**src/rtl/stop_pwr_pkg.sv**
```systemverilog
package stop_pwr_pkg;
   typedef enum logic [1:0] {
      ST_RUN  = 2'd0,
      ST_STOP = 2'd1,
      ST_HALT = 2'd2
   } spc_state_t;

   typedef struct packed {
      logic dbg;   // debug clock kept in stop
      logic arm;   // detector armed for stop
      logic rclk;  // reference clock kept in stop
   } spc_cfg_t;
endpackage

```
**src/rtl/spc_lvd.sv**
```systemverilog
module spc_lvd #(
   parameter int RST_CYCLES = 4
) (
   input  logic clk,
   input  logic rst_n,
   input  logic supply_low,
   input  logic in_stop,
   input  logic lvd_en,
   input  logic armed,
   input  logic sel_rst,
   output logic irq_evt,
   output logic rst_evt,
   output logic rst_busy,
   output logic lvd_irq,
   output logic lvd_rst
);
   localparam int CW = $clog2(RST_CYCLES + 1);

   initial begin
      assert (RST_CYCLES >= 1) else $error("RST_CYCLES must be at least 1");
   end

   logic          low_q;
   logic [CW-1:0] cnt;
   logic          active, rise;

   assign active   = in_stop ? armed : lvd_en;
   assign rise     = supply_low & ~low_q;
   assign rst_busy = (cnt != '0);
   assign irq_evt  = rise & active & ~sel_rst;
   assign rst_evt  = rise & active & sel_rst & ~rst_busy;
   assign lvd_rst  = rst_busy;

   always_ff @(posedge clk or negedge rst_n) begin
      if (!rst_n) begin
         low_q   <= 1'b0;
         lvd_irq <= 1'b0;
         cnt     <= '0;
      end else begin
         low_q   <= supply_low;
         lvd_irq <= irq_evt;
         if (rst_evt)       cnt <= CW'(RST_CYCLES);
         else if (rst_busy) cnt <= cnt - 1'b1;
      end
   end

   a_r9_irq_single: assert property (@(posedge clk) disable iff (!rst_n)
      lvd_irq |=> !lvd_irq);
   a_r10_irq_vs_rst: assert property (@(posedge clk) disable iff (!rst_n)
      $rose(lvd_rst) |-> !lvd_irq);
endmodule

```
**src/rtl/spc_fsm.sv**
```systemverilog
module spc_fsm
   import stop_pwr_pkg::*;
(
   input  logic       clk,
   input  logic       rst_n,
   input  logic       stop_req,
   input  logic       irq_wake,
   input  logic       dbg_en,
   input  logic       halt_req,
   input  logic       resume,
   input  logic       lvd_en,
   input  logic       lvd_stop_en,
   input  logic       refclk_stop_en,
   input  logic       lvd_irq_evt,
   input  logic       lvd_rst_evt,
   input  logic       lvd_rst_busy,
   output spc_state_t st,
   output spc_cfg_t   cfg
);
   spc_state_t st_nx;
   spc_cfg_t   cfg_nx;
   logic       arm_now;

   assign arm_now = lvd_en & lvd_stop_en;

   always_comb begin
      st_nx  = st;
      cfg_nx = cfg;
      if (lvd_rst_evt || lvd_rst_busy) begin
         st_nx  = ST_RUN;
         cfg_nx = '0;
      end else begin
         case (st)
            ST_RUN: begin
               if (halt_req && dbg_en) begin
                  st_nx = ST_HALT;
               end else if (stop_req) begin
                  st_nx       = ST_STOP;
                  cfg_nx.dbg  = dbg_en;
                  cfg_nx.arm  = arm_now;
                  cfg_nx.rclk = refclk_stop_en & arm_now;
               end
            end
            ST_STOP: begin
               if (halt_req && cfg.dbg)          st_nx = ST_HALT;
               else if (irq_wake || lvd_irq_evt) st_nx = ST_RUN;
            end
            ST_HALT: begin
               if (resume) st_nx = ST_RUN;
            end
            default: st_nx = ST_RUN;
         endcase
      end
   end

   always_ff @(posedge clk or negedge rst_n) begin
      if (!rst_n) begin
         st  <= ST_RUN;
         cfg <= '0;
      end else begin
         st  <= st_nx;
         cfg <= cfg_nx;
      end
   end

   a_r1_enter_stop: assert property (@(posedge clk) disable iff (!rst_n)
      (st == ST_RUN && stop_req && !(halt_req && dbg_en) && !lvd_rst_evt && !lvd_rst_busy)
      |=> st == ST_STOP);
   a_r6_halt_gated: assert property (@(posedge clk) disable iff (!rst_n)
      (st == ST_STOP && halt_req && !cfg.dbg) |=> st != ST_HALT);
   a_r10_force_run: assert property (@(posedge clk) disable iff (!rst_n)
      lvd_rst_busy |=> st == ST_RUN);
endmodule

```
**src/rtl/spc_gate.sv**
```systemverilog
module spc_gate
   import stop_pwr_pkg::*;
#(
   parameter bit GATE_REG = 1'b0
) (
   input  logic       clk,
   input  logic       rst_n,
   input  spc_state_t st,
   input  spc_cfg_t   cfg,
   output logic       cpu_clk_en,
   output logic       per_clk_en,
   output logic       dbg_clk_en,
   output logic       refclk_en,
   output logic       reg_full,
   output logic       io_hold,
   output logic       halted
);
   localparam int NG = 7;
   logic [NG-1:0] g_d, g_q;

   always_comb begin
      unique case (st)
         ST_STOP: g_d = {1'b0, 1'b0, cfg.dbg, cfg.rclk, cfg.dbg | cfg.arm, 1'b1, 1'b0};
         ST_HALT: g_d = {1'b1, 1'b1, 1'b1, 1'b1, 1'b1, 1'b0, 1'b1};
         default: g_d = {1'b1, 1'b1, 1'b1, 1'b1, 1'b1, 1'b0, 1'b0};
      endcase
   end

   generate
      if (GATE_REG) begin : g_flop
         always_ff @(posedge clk or negedge rst_n) begin
            if (!rst_n) g_q <= 7'b1111100;
            else        g_q <= g_d;
         end
      end else begin : g_comb
         assign g_q = g_d;
      end
   endgenerate

   assign {cpu_clk_en, per_clk_en, dbg_clk_en, refclk_en, reg_full, io_hold, halted} = g_q;

   a_r2_reg_steady: assert property (@(posedge clk) disable iff (!rst_n)
      (io_hold && $past(io_hold)) |-> $stable(reg_full));
   a_r4_rclk_needs_reg: assert property (@(posedge clk) disable iff (!rst_n)
      (io_hold && refclk_en) |-> reg_full);
   a_r1_hold_gates_cpu: assert property (@(posedge clk) disable iff (!rst_n)
      io_hold |-> (!cpu_clk_en && !per_clk_en));
endmodule

```
**src/rtl/spc_memstat.sv**
```systemverilog
module spc_memstat
   import stop_pwr_pkg::*;
(
   input  logic       clk,
   input  logic       rst_n,
   input  spc_state_t st,
   input  logic       wait_in,
   input  logic       mem_req,
   output logic       mem_ok,
   output logic       mem_err
);
   logic blocked;
   assign blocked = (st == ST_STOP) | wait_in;

   always_ff @(posedge clk or negedge rst_n) begin
      if (!rst_n) begin
         mem_ok  <= 1'b0;
         mem_err <= 1'b0;
      end else begin
         mem_ok  <= mem_req & ~blocked;
         mem_err <= mem_req & blocked;
      end
   end

   a_r8_exclusive: assert property (@(posedge clk) disable iff (!rst_n)
      !(mem_ok && mem_err));
   a_r8_reply: assert property (@(posedge clk) disable iff (!rst_n)
      mem_req |=> (mem_ok || mem_err));
endmodule

```
**src/rtl/stop_pwr_ctrl.sv**
```systemverilog
module stop_pwr_ctrl
   import stop_pwr_pkg::*;
#(
   parameter int RST_CYCLES = 4,
   parameter bit GATE_REG   = 1'b0
) (
   input  logic clk,
   input  logic rst_n,
   input  logic stop_req,
   input  logic wait_in,
   input  logic irq_wake,
   input  logic dbg_en,
   input  logic dbg_halt_req,
   input  logic dbg_resume,
   input  logic dbg_mem_req,
   input  logic lvd_en,
   input  logic lvd_stop_en,
   input  logic lvd_rst_sel,
   input  logic refclk_stop_en,
   input  logic supply_low,
   output logic cpu_clk_en,
   output logic per_clk_en,
   output logic dbg_clk_en,
   output logic refclk_en,
   output logic reg_full,
   output logic io_hold,
   output logic lvd_irq,
   output logic lvd_rst,
   output logic dbg_halted,
   output logic mem_ok,
   output logic mem_err
);
   spc_state_t st;
   spc_cfg_t   cfg;
   logic       irq_evt, rst_evt, rst_busy;

   spc_lvd #(.RST_CYCLES(RST_CYCLES)) u_lvd (
      .clk(clk), .rst_n(rst_n), .supply_low(supply_low),
      .in_stop(st == ST_STOP), .lvd_en(lvd_en), .armed(cfg.arm),
      .sel_rst(lvd_rst_sel), .irq_evt(irq_evt), .rst_evt(rst_evt),
      .rst_busy(rst_busy), .lvd_irq(lvd_irq), .lvd_rst(lvd_rst)
   );

   spc_fsm u_fsm (
      .clk(clk), .rst_n(rst_n), .stop_req(stop_req), .irq_wake(irq_wake),
      .dbg_en(dbg_en), .halt_req(dbg_halt_req), .resume(dbg_resume),
      .lvd_en(lvd_en), .lvd_stop_en(lvd_stop_en), .refclk_stop_en(refclk_stop_en),
      .lvd_irq_evt(irq_evt), .lvd_rst_evt(rst_evt), .lvd_rst_busy(rst_busy),
      .st(st), .cfg(cfg)
   );

   spc_gate #(.GATE_REG(GATE_REG)) u_gate (
      .clk(clk), .rst_n(rst_n), .st(st), .cfg(cfg),
      .cpu_clk_en(cpu_clk_en), .per_clk_en(per_clk_en), .dbg_clk_en(dbg_clk_en),
      .refclk_en(refclk_en), .reg_full(reg_full), .io_hold(io_hold),
      .halted(dbg_halted)
   );

   spc_memstat u_mem (
      .clk(clk), .rst_n(rst_n), .st(st), .wait_in(wait_in),
      .mem_req(dbg_mem_req), .mem_ok(mem_ok), .mem_err(mem_err)
   );

   a_r11_no_wake_unarmed: assert property (@(posedge clk) disable iff (!rst_n)
      (st == ST_STOP && !cfg.arm && !irq_wake && !dbg_halt_req) |=> st == ST_STOP);
endmodule

```
**config.mk**
```make
export PLATFORM = sky130hd
export DESIGN_NAME = stop_pwr_ctrl
export DESIGN_NICKNAME = d
export VERILOG_FILES = /design/src/rtl/stop_pwr_pkg.sv /design/src/rtl/spc_lvd.sv /design/src/rtl/spc_fsm.sv /design/src/rtl/spc_gate.sv /design/src/rtl/spc_memstat.sv /design/src/rtl/stop_pwr_ctrl.sv
export SDC_FILE = /design/constraint.sdc
export NUM_CORES = 1
export LEC_CHECK = 0
export ABC_AREA = 1
export BUFFER_PORTS_ARGS = -buffer_cell sky130_fd_sc_hd__buf_2
export CAP_MARGIN = 20
export CORE_MARGIN = 5
export CORE_UTILIZATION = 49
export CTS_CLUSTER_SIZE = 12
export DETAILED_ROUTE_END_ITERATION = 12
export PLACE_DENSITY = 0.78
export SYNTH_ARGS = -nofsm -noshare
export SYNTH_HDL_FRONTEND = slang
export SYNTH_SLANG_ARGS = --single-unit
```
**constraint.sdc**
```tcl
create_clock -name clk -period 3.3 [get_ports clk]
set_input_delay 0.165 -clock clk [delete_from_list [all_inputs] [get_ports clk]]
set_output_delay 0.165 -clock clk [all_outputs]
set_load 0.1 [all_outputs]
```
# Word level (Yosys, flattened, before mapping)
# Cells that the tools add are included.
[totals]
reg_bits = 12
in_bits = 14
output_inout_bits = 11
[op_classes]
bitwise = 15
mux = 15
add_sub_neg = 1
n_reduce_logical = 11
eq_ne = 6
[ops]
columns = ["operator", "count"]
rows = [
  ["$mux 3", 6],
  ["$pmux 7 s2", 1],
  ["$mux 2", 6],
  ["$and 1x1->1", 9],
  ["$pmux 2 s3", 1],
  ["$reduce_and 3->1", 2],
  ["$reduce_bool 2->1", 3],
  ["$ne 4x1->1 const B", 1],
  ["$ne 4x2->1 const B", 1],
  ["$not 1->1", 4],
  ["$ne 3x2->1 const B", 1],
  ["$reduce_bool 3->1", 1],
  ["$sub 3x1->3 const B", 1],
  ["$eq 2x1->1 const B", 1],
  ["$eq 2x2->1 const B", 1],
  ["$logic_and 1x1->1", 2],
  ["$logic_not 2->1", 1],
  ["$logic_or 1x1->1", 2],
  ["$ne 2x1->1 const B", 1],
  ["$or 1x1->1", 2],
  ["$mux 1", 1],
]

# Depth between registers and ports, before layout
[logic_depth]
word_depth = 9
mapped_depth = 11
mapped_depth_nobuf = 11

# Hierarchy
# From an unflattened synthesis, not the netlist that was laid out.
[unflattened]
hier_cells = 102
hier_area_um2 = 759.5
[by_module_without_submodules]
columns = ["mod", "area_each_um2", "instances", "seq_area_each_um2", "cells_per_inst"]
rows = [
  ["spc_fsm", 294.0, 1, 125.1, 43],
  ["spc_lvd", 279.0, 1, 125.1, 34],
  ["spc_gate", 93.8, 1, 0.0, 14],
  ["spc_memstat", 82.6, 1, 50.0, 9],
  ["stop_pwr_ctrl", 10.0, 1, 0.0, 2],
]

# Worst setup path before layout
# No wires, ideal clock.
[synth_path]
kind = "reg2out"
startpoint = "register u_fsm.st[1]"
endpoint = "output port reg_full"
t_arrival_ns = 1.707
t_required_ns = 3.135
slack_ns = 1.428
stages_incl_launch_ff = 5
n_path_buf = 0
path_cell_list = "dfrtp_1 inv_1 ha_1 nand2_1 nand4_1"
[synth_via]
elab_chain_len = 2
word_cells_on_any_way = 3
classes_between = "eq/ne (2); mux (1)"
[synth_rtl]
columns = ["item", "line_no", "rtl"]
rows = [
  ["from (decl)", "spc_fsm.sv:17", "output spc_state_t st,"],
  ["from (signal assigned)", "spc_fsm.sv:61", "st <= st_nx;"],
  ["$eq 2x2->1 or $eq 2x1->1 (tied branches)", "spc_gate.sv:22", "unique case (st)"],
  ["$pmux 7 s2 (*)", "spc_gate.sv:22", ""],
  ["to (decl)", "stop_pwr_ctrl.sv:25", "output logic reg_full,"],
]
# Every way passes the cells marked *; elsewhere a longest branch is shown, timed or not.

# Worst setup path in the final report
# Ends and elaborated chain as after synthesis.

==> metrics.log <==
[metrics] cell area power density: 962 nW/um^2
[metrics] post-route worst setup slack: approximately 1.4 ns
[metrics] cell count after placement: 129
[metrics] most used flip-flop cell after synthesis: dfrtp_1
[metrics] arrival time at the worst endpoint: 1.78 ns
[metrics] Port-buffer cells: 24
[metrics] synthesized instance count: 90
[metrics] critical path cell sequence: inv_1 > ha_1 > nand2_1 > nand4_1 > buf_2
[metrics] first-pass iteration count of the detailed router: 4
[metrics] global-route total usage across every layer: 0.135
[metrics] data required time at the worst endpoint: approximately 3.1 ns
[metrics] multiplexer share of the synthesized area: 0
[metrics] Final Wtd Congestion: between 0.8 and 0.9
[metrics] Sinks on Clock Net: 12
[metrics] number of distinct library cells after synthesis: 23
[metrics] number of enable flip-flop cells after synthesis: 0
[metrics] synthesized netlist net count: about 110
[metrics] clock buffer depth: 2
[metrics] maximum clock frequency: 0.515 GHz
[metrics] Final Hold Violating Endpoints: 0
[metrics] dominant cell by count in the synthesized netlist: nand2_1
[metrics] Adder-Cell Fraction of Synth Area: 0.120
[metrics] total half-perimeter wirelength after legalization and detailed placement: around 1.2 mm
[metrics] fraction of layout instances using a drive strength above 1: 0.336
[metrics] total wirelength of the detailed-routed design: about 1.5 mm
[metrics] Largest stage delay, worst path: ~0.42 ns
[metrics] critical path type: flip-flop to output port
[metrics] count of H-tree levels built during CTS: 1
[metrics] Die X-Extent: just under 50 um
[metrics] Routed Antenna Nets: 0
[metrics] Inserted Clock Buffers: 3
[metrics] placeable core area: roughly 1500 um^2
[metrics] part of the Yosys area used for sequential elements: 0.411
[metrics] wire length per cell after detailed routing: around 11 um
[metrics] Max Cap Viol: 0
[metrics] setup clock skew after layout: 0.00686 ns
[metrics] Site Rows: 14
[metrics] worst path bufs/invs: 2
[metrics] share of the core filled with cells in the final layout: 0.633
[metrics] worst vdd ir: about 0.00053 V
[metrics] worst min path class: input port to flip-flop
[metrics] simple logic cell fraction of the synthesized area: 0.301
[metrics] largest family of logic cells by synthesized area: simple AND/OR/NAND/NOR gates
[metrics] Area growth, synth to finish: 25.9%
[metrics] setup repair after global routing missed its margin: false
[metrics] count of boundary I/O pins: 25
[metrics] CTS clk-pin slew, worst paths: about 0.080 ns
[metrics] clock tree from TritonCTS: yes
[metrics] synthesized-area fraction occupied by ao, oa, aoi and oai cells: 0.0548
[metrics] number of antenna violations at the first check in global routing: 0
[metrics] number of violations reported at the end of detailed-routing iteration 0: 11
[metrics] Synth warnings: 0
[metrics] ys async rst share: 1.00
[metrics] result of the run: complete, no violations
[metrics] slew at the pin closest to its max-slew limit: 0.493 ns
[metrics] aggregate negative setup slack: 0 ns
[metrics] final critical-path share of the clock period: 0.589
[metrics] number of setup violations in the final report: 0
[metrics] slowest stage cell, crit path: dfrtp_1
[metrics] area share of the leading cell type in the synthesized netlist: 0.411
[metrics] fill cell count: 138
[metrics] capturing element type of the critical path: output port
[metrics] most common library cells after synthesis: nand2_1, inv_1, dfrtp_1
[metrics] wire length of the first global-routing pass: 2.58 mm
[metrics] Setup crit start kind: flip-flop
[metrics] cell family with the largest share of critical-path delay: buffers and inverters
[metrics] worst-case headroom to the max-slew limit: 0.674
[metrics] remaining routing DRC violations: 0
[metrics] Die Footprint: about 2400 um^2
[metrics] area of the multi-input gates: 357 um^2
[metrics] maximum number of pins on one net before global-route repair: 13
[metrics] Chip Height: 48.6 um
[metrics] leading cell types by total area after synthesis: dfrtp_1, ha_1, nand2_1, inv_1, nor2_1
[metrics] dpl ws: ~1.7 ns
[metrics] CTS root buffer: clkbuf_4
[metrics] static leakage: 0.508 nW
[metrics] Overflow after GRT: 0
[metrics] cell taking the most area after synthesis: dfrtp_1
[metrics] maximum net fanout on the critical path: 7
[metrics] Yosys reg bits: 12
[metrics] net count of the finished layout: about 140
[metrics] final critical delay including setup and external delays: ~2 ns
[metrics] area of the mapped netlist: ~730 um^2
[metrics] combined flip-flop and latch cell area: between 300 and 400 um^2
[metrics] vias in the first global route: 627
[metrics] per-cell via count in the routed design: about 4.8
[metrics] reg-to-reg setup timing slack: about 1.8 ns
[metrics] post-route non-filler standard cell count: 135
[metrics] Worst-Skew Late Latency: 0.28 ns
[metrics] diode insertion count for antenna repair: 0
[metrics] number of pins with negative max-slew slack in the final report: 0
[metrics] number of vias in the routed layout: about 640
[metrics] Post-Synth XOR/XNOR Area: 0.0120
[metrics] Post-Synthesis Mean Instance Area: around 8.1 um^2
[metrics] Starting Density: 0.503
registers in the layout, summed over array words and instances, names as in the netlist:
register       cells
u_fsm.cfg          3
u_fsm.st           2
u_lvd.cnt          3
u_lvd.low_q        1
u_lvd.lvd_irq      1
u_mem.mem_err      1
u_mem.mem_ok       1
worst register-to-register path, cell delays in order, from the launching register on:
cell	delay (ns)
dfrtp_1	0.42
inv_1	0.11
ha_1	0.32
nand2_2	0.11
nand2_2	0.10
nand3_2	0.08
nand2_2	0.09
nand2_2	0.05
nand2_1	0.06
nand2_1	0.05
nor2_1	0.10
layout make-up:
cell class	instances	share of cell area
Timing Repair Buffer	26	0.152
Tap cell	16	0.0218
Sequential cell	12	0.327
Clock buffer	4	0.0395
Inverter	17	0.0721
Multi-Input combinational cell	60	0.388
stage by stage:
| stage | hold WS, ns | power (W) | cell area, um^2 |
|---|---|---|---|
| after floorplan | -0.131 | 0.000686 | 731 |
| after global placement | 0.0560 | 0.000761 | 863 |
| after detailed placement | 0.0569 | 0.000768 | 863 |
| after CTS | 0.00543 | 0.000890 | 910 |
| after global routing | 0.0555 | 0.000940 | 920 |
| final | 0.0592 | 0.000885 | 920 |
path summary, 6_finish.rpt:
kind	endpoint	depth (start not counted)	startpoint
setup / recovery	reg_full	5	u_fsm.st[1]$_DFFE_PN0P_
hold / removal	u_mem.mem_ok$_DFF_PN0_	2	wait_in
setup reg to reg	u_fsm.st[0]$_DFFE_PN0P_	10	u_fsm.st[1]$_DFFE_PN0P_
hold reg to reg	u_fsm.cfg[0]$_DFFE_PN0P_	2	u_fsm.cfg[0]$_DFFE_PN0P_
max in group asynchronous	u_lvd.cnt[2]$_DFFE_PN0N_	2	rst_n
min in group asynchronous	u_lvd.cnt[1]$_DFFE_PN0N_	2	rst_n
placed cells by master (no fill, tap or decap):
master / n
nand3_1: 4
dfrtp_1: 12
inv_4: 1
inv_2: 1
xnor2_1: 1
nand2_2: 4
or2_0: 1
nand3_2: 2
clkbuf_4: 3
dlygate4sd3_1: 2
nand2_1: 22
nand4_1: 1
o21ai_0: 1
nor2_4: 1
nor3_1: 1
ha_1: 7
inv_1: 15
nand2_4: 1
clkbuf_8: 1
buf_2: 24
a21oi_1: 3
a21oi_2: 1
nor2_1: 7
nor2_2: 1
o22ai_1: 1
o21ai_1: 1
report_power, final:
part	internal [W]	total (W)	switching (W)
clock	0.0000671	0.000120	0.0000525
sequential	0.000180	0.000196	0.0000162
combinational	0.000119	0.000569	0.000451
layer usage:
metal  vias up  routed length, um  share of wire  track usage
met5         -                  0              0            0
met4         0                 15          0.010       0.0538
met3         2                127          0.085       0.0491
met2        20                749           0.50        0.224
met1       292                605           0.40        0.157
li1        328                  -              -            -
repair_timing:
action,CTS,global route
hold endpoints to repair,12,1
setup buffers,0,0
hold buffers,1,1
resized for setup,0,0
kinds of logic (layout without fill, tap and decap cells):
family          after synthesis  after routing
simple gates                 45             45
compound gates                7              7
buf+inv                      18             47
flops                        12             12
fa+ha+maj                     7              7
xor+xnor                      1              1
Power figures use the tool's default switching activity.
